**src/rtl/qphase_pkg.sv**
```systemverilog
`timescale 1ns/1ps
package qphase_pkg;
  typedef enum logic [1:0] {PH_Q1 = 2'd0, PH_Q2 = 2'd1, PH_Q3 = 2'd2, PH_Q4 = 2'd3} phase_e;

  typedef enum logic [1:0] {
    OP_NOP    = 2'b00,
    OP_DATA   = 2'b01,
    OP_BRANCH = 2'b10,
    OP_RSVD   = 2'b11
  } opclass_e;

  // strobes from the sequencer control to the datapath
  typedef struct packed {
    logic latchFetch;  // capture program word (end of Q4)
    logic stepPc;      // sequential advance (end of Q4)
    logic jumpPc;      // load branch target (end of Q4)
    logic loadIr;      // move fetched word into IR (end of Q1)
    logic insertNop;   // replace fetched word with a bubble
  } seqStrobes_t;
endpackage

```
**src/rtl/qphase_ctrl.sv**
```systemverilog
`timescale 1ns/1ps
module qphase_ctrl
  import qphase_pkg::*;
#(
  parameter int NPH = 4
) (
  input  logic              clk,
  input  logic              rst,
  input  opclass_e          irOp,
  input  logic              brReq,
  output seqStrobes_t       strb,
  output logic [NPH-1:0]    phase,
  output logic              dmRd,
  output logic              dmWr
);
  phase_e phCnt;
  logic   flushPend;
  logic   takeBranch;

  assign takeBranch = (phCnt == PH_Q4) && brReq && (irOp == OP_BRANCH);

  always_ff @(posedge clk) begin
    if (rst) begin
      phCnt     <= PH_Q1;
      flushPend <= 1'b0;
    end else begin
      phCnt <= phase_e'(phCnt + 2'd1);
      if (takeBranch)
        flushPend <= 1'b1;
      else if (phCnt == PH_Q1)
        flushPend <= 1'b0;
    end
  end

  always_comb begin
    strb.latchFetch = (phCnt == PH_Q4);
    strb.stepPc     = (phCnt == PH_Q4) && !takeBranch;
    strb.jumpPc     = takeBranch;
    strb.loadIr     = (phCnt == PH_Q1);
    strb.insertNop  = flushPend;
  end

  for (genvar k = 0; k < NPH; k++) begin : g_phase
    assign phase[k] = (phCnt == phase_e'(k));
  end

  assign dmRd = (phCnt == PH_Q2) && (irOp == OP_DATA);
  assign dmWr = (phCnt == PH_Q4) && (irOp == OP_DATA);
endmodule

```
**src/rtl/qphase_dpath.sv**
```systemverilog
`timescale 1ns/1ps
module qphase_dpath
  import qphase_pkg::*;
#(
  parameter int AW      = 12,
  parameter int IW      = 16,
  parameter int PC_STEP = 2
) (
  input  logic            clk,
  input  logic            rst,
  input  seqStrobes_t     strb,
  input  logic [IW-1:0]   pmData,
  input  logic [AW-1:0]   brTarget,
  output logic [AW-1:0]   pmAddr,
  output logic [IW-1:0]   ir,
  output opclass_e        irOp
);
  localparam logic [AW-1:0] STEP_V   = AW'(PC_STEP);
  localparam logic [AW-1:0] EVEN_MSK = ~AW'(1);

  logic [AW-1:0] pcReg;
  logic [IW-1:0] fetchBuf;
  logic [IW-1:0] irReg;

  always_ff @(posedge clk) begin
    if (rst) begin
      pcReg    <= '0;
      fetchBuf <= '0;
      irReg    <= '0;
    end else begin
      if (strb.latchFetch)
        fetchBuf <= pmData;
      if (strb.jumpPc)
        pcReg <= brTarget & EVEN_MSK;
      else if (strb.stepPc)
        pcReg <= pcReg + STEP_V;
      if (strb.loadIr)
        irReg <= strb.insertNop ? '0 : fetchBuf;
    end
  end

  assign pmAddr = pcReg;
  assign ir     = irReg;
  assign irOp   = opclass_e'(irReg[IW-1 -: 2]);
endmodule

```
**src/rtl/qphase_seq.sv**
```systemverilog
`timescale 1ns/1ps
module qphase_seq
  import qphase_pkg::*;
#(
  parameter int AW = 12,
  parameter int IW = 16
) (
  input  logic          clk,
  input  logic          rst,
  input  logic [IW-1:0] pmData,
  input  logic          brReq,
  input  logic [AW-1:0] brTarget,
  output logic [AW-1:0] pmAddr,
  output logic [3:0]    phase,
  output logic [IW-1:0] ir,
  output logic          dmRd,
  output logic          dmWr
);
  seqStrobes_t strb;
  opclass_e    irOp;

  qphase_ctrl #(.NPH(4)) ctrl_i (
    .clk(clk), .rst(rst), .irOp(irOp), .brReq(brReq),
    .strb(strb), .phase(phase), .dmRd(dmRd), .dmWr(dmWr)
  );

  qphase_dpath #(.AW(AW), .IW(IW), .PC_STEP(2)) dpath_i (
    .clk(clk), .rst(rst), .strb(strb), .pmData(pmData),
    .brTarget(brTarget), .pmAddr(pmAddr), .ir(ir), .irOp(irOp)
  );
endmodule

```
**config.mk**
```make
export PLATFORM = sky130hd
export DESIGN_NAME = qphase_seq
export DESIGN_NICKNAME = d
export VERILOG_FILES = /design/src/rtl/qphase_pkg.sv /design/src/rtl/qphase_ctrl.sv /design/src/rtl/qphase_dpath.sv /design/src/rtl/qphase_seq.sv
export SDC_FILE = /design/constraint.sdc
export NUM_CORES = 1
export LEC_CHECK = 0
export BUFFER_PORTS_ARGS = -buffer_cell sky130_fd_sc_hd__buf_2
export CAP_MARGIN = 0
export CORE_ASPECT_RATIO = 0.6
export CORE_MARGIN = 3
export CORE_UTILIZATION = 45
export CTS_CLUSTER_DIAMETER = 120
export DETAILED_ROUTE_END_ITERATION = 10
export PLACE_DENSITY_LB_ADDON = 0.1
export SKIP_LAST_GASP = 1
export SLEW_MARGIN = 0
export SYNTH_ARGS = -nofsm -noshare
export SYNTH_HDL_FRONTEND = slang
export SYNTH_SLANG_ARGS = --single-unit
```
**constraint.sdc**
```tcl
create_clock -name clk -period 1.45 [get_ports clk]
set_input_delay 0.145 -clock clk [delete_from_list [all_inputs] [get_ports clk]]
set_output_delay 0.145 -clock clk [all_outputs]
set_load 0.05 [all_outputs]
```
* Word-level counts from Yosys, hierarchy flattened
Index checks and enable logic that the tools add are counted.
Storage, ports and cells: flip-flop bits (word level) 47, output and inout port bits 34, input port bits 31
Cells by class: reduce and logical (&&, ||, !) cells 10, add/subtract/negate cells 2, eq/ne operators 5, multiplexer cells 5
Operators with widths (number):
- 2-to-1 mux 12 bit | 2
- 2-to-1 mux 16 bit | 1
- adder 12 x 2 -> 12 bit, second input constant | 1
- == test 2 bit, second input constant | 3
- logical AND 1 bit | 5
- == test 2 x 1 -> 1 bit, second input constant | 2
- nonzero test 2 bit | 2
- adder 2 x 1 -> 2 bit, second input constant | 1
- logical NOT 2 bit | 1
- 2-to-1 mux 1 bit | 2
- OR reduction 2 bit | 1
- logical NOT 1 bit | 1

* Logic depth before layout (Yosys ltp)
Gate-level depths: netlist (run 1).
word-level depth 7, gate-level depth with buffers 7, mapped depth without buffers 5

* Hierarchy
A second synthesis (run 1) with hierarchy kept.
Unflattened totals: cell total of the unflattened synthesis 222, area, all modules 2070.7 um2
By module, submodules not included:
- qphase_dpath | area an instance 1850.5 um2, cells an instance 200, times used 1
- qphase_ctrl | area an instance 220.2 um2, cells an instance 22, times used 1

* Least setup slack after synthesis (run 1)
OpenSTA, ideal clock, no wires.
path kind reg2out, from register ctrl_i.phCnt[0], to output port dmWr, path buffers 1, stages on the path, launching flop included 5, data required time 1305 ps, arrival time 2314 ps, setup slack -1009 ps, path through dfxtp_1 ha_1 buf_4 inv_2 nor3b_1
Between the ends: word-level cells in the longest chain between the ends 2
Ends and longest elaborated chain:
- start: declaration | RTL line qphase_ctrl.sv:16 | phase_e phCnt;
- start signal: assignment | RTL line qphase_ctrl.sv:27 | phCnt <= phase_e'(phCnt + 2'd1);
- == test 2 bit
- named net phase[3] | RTL line qphase_seq.sv:14 | output logic [3:0] phase,
- logical AND 1 bit | RTL line qphase_ctrl.sv:48 | assign dmWr = (phCnt == PH_Q4) && (irOp == OP_DATA);
- end: declaration | RTL line qphase_seq.sv:17 | output logic dmWr
The timed path passes the listed nets, and every way through them passes these cells.

* Final worst setup path (run 1)
from register ctrl_i.phCnt[1], to output port dmRd
Between the ends: word-level cells in the longest chain between the ends 2
Ends and longest elaborated chain:
- == test 2 x 1 -> 1 bit | RTL line qphase_ctrl.sv:47 | assign dmRd = (phCnt == PH_Q2) && (irOp == OP_DATA);
- logical AND 1 bit | RTL line qphase_ctrl.sv:47
- end: declaration | RTL line qphase_seq.sv:16 | output logic dmRd,
No other way between the ends.

==> metrics, run 1 <==
status=complete, but fails checks; Antenna Cells=0; Die Area=0.005366 mm²; register area share after synthesis=a little under half; starting density of the core=between 40% and 50%; Rows=18; hold slack final=0.08667 ns; leakage=1.142 nW; wirelength, routed=about 4800 µm; count leader, synth=dfxtp_1; DR vias=~1800; WHS Path Cells=3; Top delay family on crit path=buffers and inverters; unrepaired setup endpoints after global routing=yes; CTS tree=yes; critical path, cell by cell=buf_4 -> inv_2 -> ha_4 -> and3b_2 -> buf_8; number of distinct library cells after synthesis=between 40 and 50; cell area after layout=roughly 0.0027 mm²; residual DRC count=0; Layout Skew=about 0.0056 ns; H-tree depth=2; CP Data Arrival Time=about 1.3 ns; Post-synth top cells=46 x dfxtp_1, 23 x nor2_1, 21 x a21oi_1; global-route wire length before repair=7852 µm; Multi-input gate area=around 0.0011 mm²; fillers=between 300 and 400; Buffers & Inverters on Critical Path=3; syn_area_per_cell=about 9.2 µm²; P&R area growth vs syn=35.29%; detailed-route wire length per cell=approximately 14 µm; Routed Antenna Nets=0; PwrDens=between 900 and 1000 mW/mm²; Horiz. Die Dim=92.59 µm; post-synth top area cell=dfxtp_1; vias in the first global route=roughly 1700; worst-case reg-to-reg path depth=5; crit-path max cell delay=between 0.3 and 0.4 ns; ys flop type=dfxtp_1; Min-Delay Path Class=in2reg; drt initial violations=~90; startpoint types=flip-flop; Die Y=between 50 and 60 µm; Cell Area, Placed=about 0.0025 mm²; #FFs+latches synth=46; Clk pin slew, worst setup/hold paths=about 0.08 ns; number of vias per cell=slightly above 5; slowest stage cell, crit path=dfxtp_2; hold-fix buffers at CTS=0; Num CTS Buffers=5; worst setup margin=-0.03381 ns; syn_nets=257; max-cap violation count=0; Crit path depth=5; CTS Buffer Depth=2; Post-synth EDFFs=0; pin count of the biggest net entering global routing=21; Cells after Synth=roughly 220; Final Hold Vio Count=0; Final setup viols=3; core area=0.004212 mm²; critical setup path kind=reg2out; DRT Pass-1 Iters=4; Ys Warns=0; initial antenna violation count=0; Period minus WS final=1.484 ns; fin. max-slew vios=0; Worst EP required=roughly 1.3 ns; cell area after synthesis=about 0.0020 mm²; CTS root buffer=clkbuf_8; crit share post-route=102.3%; later-pin clock latency in the skew report=0.29 ns; gr ovfl total=0; Top-Level Pins=between 60 and 70; failing checks=negative setup slack; Total Power=~2.7 mW; Worst setup EP type=output pin; CTS sink cnt=46; DP Wirelength=~3400 µm; Max Clk Rate=around 0.67 GHz; Synth area leaders=dfxtp_1 45%, mux2i_1 7.9%, nand3b_1 5.9%, a21oi_1 5.2%, nand2b_1 4.9%; layout cell share with drive strength beyond 1=a little under two fifths; ys async rst share=0%; fin util=~65%; Yosys top cell area share=45.49%; Total GRT Usage=18.46%; critical path fanouts, max=2; Routability Congestion=0.8526; FF+latch area=938.4 µm²; port bufs=62; layout net count=around 330; VDD IR max=about 570 µV
## cells by family after synthesis
family,after synthesis,synth area share [%]
compound gates,44,13.72
mux,17,8.467
flops,46,45.49
other cells,1,0.1852
fa+ha+maj,5,3.090
simple gates,89,24.91
buf+inv,19,4.140
## layout by cell type, fill, tap and decap left out, drive strengths merged, types with 2 or more instances in the layout
cell type and n:
buf 83, dfxtp 46, nor2 23, a21oi 21, nand3b 16, nand2b 16
mux2i 16, nand2 13, clkbuf 6, o21ai 5, ha 5, nand4 3
nand3 3, a221oi 3, and3 3, a211oi 3, inv 3, nor3 2
a41oi 2, o22ai 2, a311oi 2, a31oi 2
## worst min-delay path, stage by stage
cell	delay [ns]
buf_2	0.10
nand2_1	0.05
a21oi_1	0.05
## per-stage QoR
| step | cells | setup TNS [ns] | setup WS [ns] |
|---|---|---|---|
| floorplan | 221 | -0.4341 | -0.1168 |
| global placement | 344 | 0 | 0.000005107 |
| detailed placement | 344 | -0.02617 | -0.02256 |
| CTS | 353 | -0.1254 | -0.03400 |
| global route | 355 | -0.5473 | -0.08774 |
| finish | 355 | -0.05479 | -0.03381 |
## final cells by class
cell class                      count  share of cell area [%]
Inverter                            3                  0.5025
Clock inverter                      1                   1.096
Multi-Input combinational cell    156                   39.38
Timing Repair Buffer               83                   19.00
Sequential cell                    46                   34.26
Clock buffer                        6                   3.015
Tap cell                           60                   2.741
## layer usage
layer / share of wire [%] / vias up / global-route usage, %
li1: - / 927 / -
met1: 52 / 848 / 27.81
met2: 41 / 48 / 25.67
met3: 5.8 / 7 / 4.410
met4: 1.2 / 0 / 6.342
met5: 0 / - / 0
## final timing paths
check | startpoint | to | slack (ns)
max | ctrl_i.phCnt[1] | dmRd | -0.03
min | brTarget[3] | dpath_i.pmAddr[3] | 0.09
min reg2reg | dpath_i.ir[1] | dpath_i.ir[1] | 0.47
max reg2reg | ctrl_i.phCnt[0] | dpath_i.pmAddr[11] | -0.02
## sequential cells by signal, indices dropped and copies added (netlist names)
register          cells
ctrl_i.flushPend      1
ctrl_i.phCnt          2
dpath_i.fetchBuf     16
dpath_i.ir           16
dpath_i.pmAddr       11
## report_power, final
| part | internal (mW) | switching, mW | total [mW] |
|---|---|---|---|
| Clock | 0.551 | 0.402 | 0.953 |
| Combinational | 0.159 | 0.229 | 0.388 |
| Sequential | 1.30 | 0.0236 | 1.32 |
| Total | 2.01 | 0.654 | 2.66 |
## what timing repair did
item	in CTS	in global routing
endpoints found under the setup margin	6	13
gates resized for setup	12	7
pin swaps	4	6
endpoints found under the hold margin	0	0
setup buffers	2	3
Power figures use the tool's default switching activity.
==> run 2, diff against run 1 <==
==> constraint.sdc (replaced) <==
create_clock -name clk -period 1.45 [get_ports clk]
set_input_delay 0.435 -clock clk [delete_from_list [all_inputs] [get_ports clk]]
set_output_delay 0.435 -clock clk [all_outputs]
set_load 0.05 [all_outputs]
==> run 2 against run 1 <==
The flow still finishes with violations (negative setup slack). Setup slack worse by 0.24 ns. First-iteration DRC count down 6.7%. Global-route usage about the same. Highest routed layer unchanged.
==> metrics, run 2 (same netlist as run 1, synthesis figures left out) <==
VDD IR max=800.1 µV (+40%); unrepaired setup endpoints after global routing=yes; H-tree depth=2 (unchanged); global-route wire length before repair=8004 µm (+1.9%); worst slack, placed=-0.1386 ns (-0.1160 ns); wirelength, routed=5472 µm (+14%); fin. max-slew vios=0 (unchanged); core area=0.004212 mm² (unchanged); gr ovfl total=0 (unchanged); Die Y=57.96 µm (unchanged); CTS root buffer=clkbuf_8; Die Area=0.005366 mm² (unchanged); Num CTS Buffers=5 (unchanged); critical path fanouts, max=2 (unchanged); port bufs=62 (unchanged); Multi-input gate area=0.001141 mm² (+5.8%); critical setup path kind=reg2out; startpoint types=flip-flop; DRT Pass-1 Iters=4 (unchanged); Routability Congestion=0.8529 (about the same); Clk pin slew, worst setup/hold paths=0.09 ns (about the same); Worst EP required=1.02 ns (-0.29 ns); CTS sink cnt=46 (unchanged); most frequent cells in the layout=49 x buf_2, 34 x dfxtp_1, 24 x buf_4, 22 x nor2_1, 19 x a21oi_1; worst setup margin=-0.2761 ns (-0.2423 ns); FF+latch area=943.4 µm² (+0.53%); internal reg-to-reg setup slack=-0.20 ns (-0.18 ns); vias in the first global route=1695 (+1.2%); drt initial violations=83 (-6.7%); layout cell share with drive strength beyond 1=45.31% (+7.3 points); initial antenna violation count=0 (unchanged); CTS Buffer Depth=2 (unchanged); Sw Share=28.29% (+3.7 points); worst r2r src=ctrl_i.phCnt[1]; Max Clk Rate=0.5793 GHz (-14%); commonest non-fill, non-tap cell in the layout=buf_2; Top-Level Pins=65 (unchanged); Final Hold Vio Count=0 (unchanged); worst-case reg-to-reg path depth=6 (+1); layout net count=344 (+3.9%); max-cap violation count=0 (unchanged); combinational power share=17.9% (+3.3 points); Worst setup EP type=output pin; Sum Neg Setup Slack=-1.924 ns (-1.869 ns); Switching Power=0.7312 mW (+12%); failing checks=negative setup slack; CP Data Arrival Time=1.29 ns (-0.05 ns); Internal=1.854 mW (-7.6%); PwrDens=859.8 mW/mm² (-11%); Antenna Cells=0 (unchanged); Hold Crit Start=pmData[10]; register share of total power=51.0% (+1.4 points); status=complete, but fails checks; fillers=337 (-12%); DP Wirelength=3408 µm (-0.24%); Min-Delay Path Class=in2reg; residual DRC count=0 (unchanged); number of vias per cell=5.225 (+1.4%); Layout Skew=0.01028 ns (+0.004691 ns); pin count of the biggest net entering global routing=22 (+4.8%); WHS Path Cells=3 (unchanged); Final setup viols=13 (+10); detailed-route wire length per cell=14.83 µm (+9.4%); Worst Hold Endpoint=dpath_i.fetchBuf[10]; Period minus WS final=1.726 ns (+0.2423 ns); crit share post-route=119.0% (+17 points); CTS tree=yes; leakage=1.225 nW (+7.3%); reg2reg end=dpath_i.pmAddr[11]; clock power share=31.2% (-4.6 points); P&R area growth vs syn=48.52%; Routed Antenna Nets=0 (unchanged); Total GRT Usage=18.50% (+0.035 points); Rows=18 (unchanged); later-pin clock latency in the skew report=0.30 ns (about the same); Horiz. Die Dim=92.59 µm (unchanged); DR vias=1928 (+5.4%); starting density of the core=48.07% (unchanged)
run 2: changes by cell type in the layout (fill, tap and decap cells not counted), moves of 3 or more:
cell and change:
buf_2 -9, buf_4 +7, buf_6 +4, clkbuf_4 +4, buf_8 +3
run 2: area by class of cell:
cell class                      count  area share, %
Tap cell                           60          2.497
Timing Repair Buffer               96          24.55
Sequential cell                    46          31.38
Multi-Input combinational cell    156          37.95
Clock inverter                      3         0.7907
Clock buffer                        5          2.289
Inverter                            3         0.5410
run 2: timing repair:
item	4_1_cts	5_1_grt
pin swaps	6	12
endpoints found under the hold margin	0	0
resized for setup	23	37
endpoints found under the setup margin	22	29
cloned	0	3
hold buffers	0	0
setup buffers	5	10
run 2: routing by layer:
metal | share of wire [%] | GRT usage [%] | vias to the layer above | wire, µm
met5 | 0 | 0 | - | 0
met4 | 0.77 | 2.748 | 0 | 42
met3 | 7.3 | 5.577 | 6 | 399
met2 | 43 | 26.70 | 61 | 2333
met1 | 49 | 27.72 | 901 | 2697
li1 | - | - | 960 | -
run 2: power groups by stage:
stage	clock network (mW)	registers [mW]	logic [mW]
global placement	0	1.34	0.372
CTS	0.826	1.32	0.415
detailed placement	0	1.35	0.378
floorplan	0	1.39	0.201
finish	0.806	1.32	0.462
global route	0.871	1.32	0.494
run 2: worst max-delay path by stage:
stage / start / end / slack, ns / cells past startpoint
global placement: brReq / dpath_i.pmAddr[11] / -0.10 / 5
global route: ctrl_i.phCnt[1] / dmRd / -0.33 / 5
detailed placement: brReq / dpath_i.pmAddr[11] / -0.14 / 5
floorplan: ctrl_i.phCnt[0] / dmWr / -0.25 / 4
CTS: ctrl_i.phCnt[1] / dmRd / -0.28 / 5
finish: ctrl_i.phCnt[1] / dmRd / -0.28 / 5
run 2: worst max-delay path, cell delays in order (launching register included):
cell and delay (ns):
dfxtp_4 0.37, buf_6 0.10, inv_4 0.03, ha_4 0.15, and3b_2 0.20, buf_8 0.15
run 2: through the flow:
step / hold slack, ns / power (mW) / std cells / area [µm²] / utilization [%]
floorplan: 0.4380 / 1.594 / 221 / 2090 / -
global placement: 0.4524 / 1.717 / 347 / 2569 / 60.99
detailed placement: 0.4541 / 1.723 / 347 / 2569 / 60.99
CTS: 0.3664 / 2.558 / 360 / 2775 / 65.89
global route: 0.3772 / 2.688 / 369 / 3007 / 71.39
finish: 0.3704 / 2.585 / 369 / 3007 / 71.39
==> run 3, diff against run 2 <==
SKIP_LAST_GASP = unset   (was 1)
SLEW_MARGIN = unset   (was 0)
==> run 3 against run 2 <==
Routed wire length rose by 6.6%. Power rose by 3.5%. The run still ends with negative setup slack left. Sequential cell count did not move. Critical endpoint unchanged. Highest routed layer unchanged. Clock power rose by 1%. Die area did not move. Sequential power barely moved. Clock skew rose by 0.00077 ns. Register-to-register slack improved by 0.02 ns. Largest power group unchanged. Cell area rose by 6.7%. Sequential share of layout area fell by 2.0 points. Cell count rose by 2.2%. Critical path depth did not move.
==> metrics, run 3 (same netlist as run 1, synthesis figures left out) <==
status=complete, but fails checks; failing checks=negative setup slack; Routed Antenna Nets=0 (unchanged); P&R area growth vs syn=58.41%; Cell Area, Placed=0.002569 mm² (unchanged); most frequent cells in the layout=47 x buf_2, 34 x dfxtp_1, 24 x buf_4, 22 x nor2_1; core area=0.004212 mm² (unchanged); Buffers & Inverters on Critical Path=3 (unchanged); commonest non-fill, non-tap cell in the layout=buf_2; Total Power=2.674 mW (+3.5%); CTS root buffer=clkbuf_8; critical path fanouts, max=2 (unchanged); Horiz. Die Dim=92.59 µm (unchanged); leakage=1.295 nW (+5.7%); unrepaired setup endpoints after global routing=yes; Clk pin slew, worst setup/hold paths=0.10 ns (about the same); residual DRC count=0 (unchanged); later-pin clock latency in the skew report=0.30 ns (about the same); port bufs=62 (unchanged); detailed-route wire length per cell=15.47 µm (+4.3%); Antenna Cells=0 (unchanged); CTS sink cnt=46 (unchanged); vias in the first global route=1696 (+0.059%); Routability Congestion=0.8529 (unchanged); cell area after layout=0.003207 mm² (+6.7%); max-cap violation count=0 (unchanged); layout cell share with drive strength beyond 1=49.21% (+3.9 points); Worst EP required=1.02 ns (about the same); global-route wire length before repair=8031 µm (+0.34%); starting density of the core=48.07% (unchanged); Total GRT Usage=18.58% (+0.084 points); crit-path max cell delay=0.37 ns (about the same); critical setup path kind=reg2out; pin count of the biggest net entering global routing=22 (unchanged); Final Hold Vio Count=0 (unchanged); Die Area=0.005366 mm² (unchanged); fin. max-slew vios=0 (unchanged); placed insts=347 (unchanged); wirelength, routed=5831 µm (+6.6%); gr ovfl total=0 (unchanged); Max Clk Rate=0.5777 GHz (-0.29%); Rows=18 (unchanged); worst setup margin=-0.2811 ns (-0.004937 ns); Die Y=57.96 µm (unchanged); Sum Neg Setup Slack=-1.777 ns (+0.1461 ns); DRT Pass-1 Iters=4 (unchanged); Final setup viols=16 (+3); Min-Delay Path Class=in2reg; Num CTS Buffers=5 (unchanged); number of vias per cell=5.257 (+0.62%); DP Wirelength=3408 µm (unchanged); DR vias=1982 (+2.8%); PwrDens=833.9 mW/mm² (-3.0%); slowest stage cell, crit path=dfxtp_4; Period minus WS final=1.731 ns (+0.004937 ns); initial antenna violation count=0 (unchanged); startpoint types=flip-flop; drt initial violations=89 (+7.2%); CP Data Arrival Time=1.30 ns (about the same); crit share post-route=119.4% (+0.34 points); Top-Level Pins=65 (unchanged); CTS tree=yes; CTS Buffer Depth=2 (unchanged); Layout Skew=0.01105 ns (+0.0007672 ns); Worst setup EP type=output pin; critical path, cell by cell=buf_6 -> inv_4 -> ha_4 -> and3b_2 -> buf_8; Top delay family on crit path=flip-flops; layout net count=352 (+2.3%); VDD IR max=585.0 µV (-27%); H-tree depth=2 (unchanged); Cell Count, Final, Fillers Out=377 (+2.2%)
## run 3: final cells by class
class                      count  area [µm²]
timing repair buffer         104       889.6
sequential                    46       943.4
fill                         302        1005
clock inverter                 3       23.77
tap                           60       75.07
multi-input combinational    156        1190
clock buffer                   5       68.82
inverter                       3       16.27
## run 3: routing by layer
layer,wire [µm],track usage (%),up-vias
met5,0,0,-
met4,71,2.748,0
met3,384,5.577,10
met2,2522,26.60,56
met1,2853,28.04,946
li1,-,-,970
## run 3: through the flow
stage / util (%) / hold slack (ns) / setup slack [ns]
2_1_floorplan: - / 0.4380 / -0.2526
3_3_place_gp: 60.99 / 0.4524 / -0.1023
3_5_place_dp: 60.99 / 0.4541 / -0.1386
4_1_cts: 66.07 / 0.3664 / -0.2841
5_1_grt: 76.14 / 0.3753 / -0.3219
6_report: 76.14 / 0.3663 / -0.2811
## run 3: repair_timing
| action | CTS | global route |
|---|---|---|
| gates cloned | 0 | 5 |
| pin swaps | 6 | 17 |
| setup endpoints to repair | 22 | 29 |
| resized for setup | 25 | 52 |
| buffers inserted | 5 | 14 |
| hold buffers | 0 | 0 |
## run 3: power breakdown
part / switching, mW / internal [mW] / total (mW)
Clock: 0.467 / 0.350 / 0.817
Combinational: 0.274 / 0.266 / 0.540
Sequential: 0.0229 / 1.30 / 1.32
## run 3: tightest hold or removal path, cell delays in order
cell     delay, ns
buf_2         0.08
mux2i_1       0.05
nor2_1        0.07
## run 3: final timing paths
kind	endpoint	from	slack [ns]	cells past startpoint
worst min-delay path	dpath_i.fetchBuf[10]	pmData[10]	0.37	3
worst max-delay path	dmRd	ctrl_i.phCnt[1]	-0.28	5
worst max register to register	dpath_i.pmAddr[11]	ctrl_i.phCnt[1]	-0.18	6
worst min register to register	dpath_i.ir[15]	dpath_i.fetchBuf[15]	0.47	2
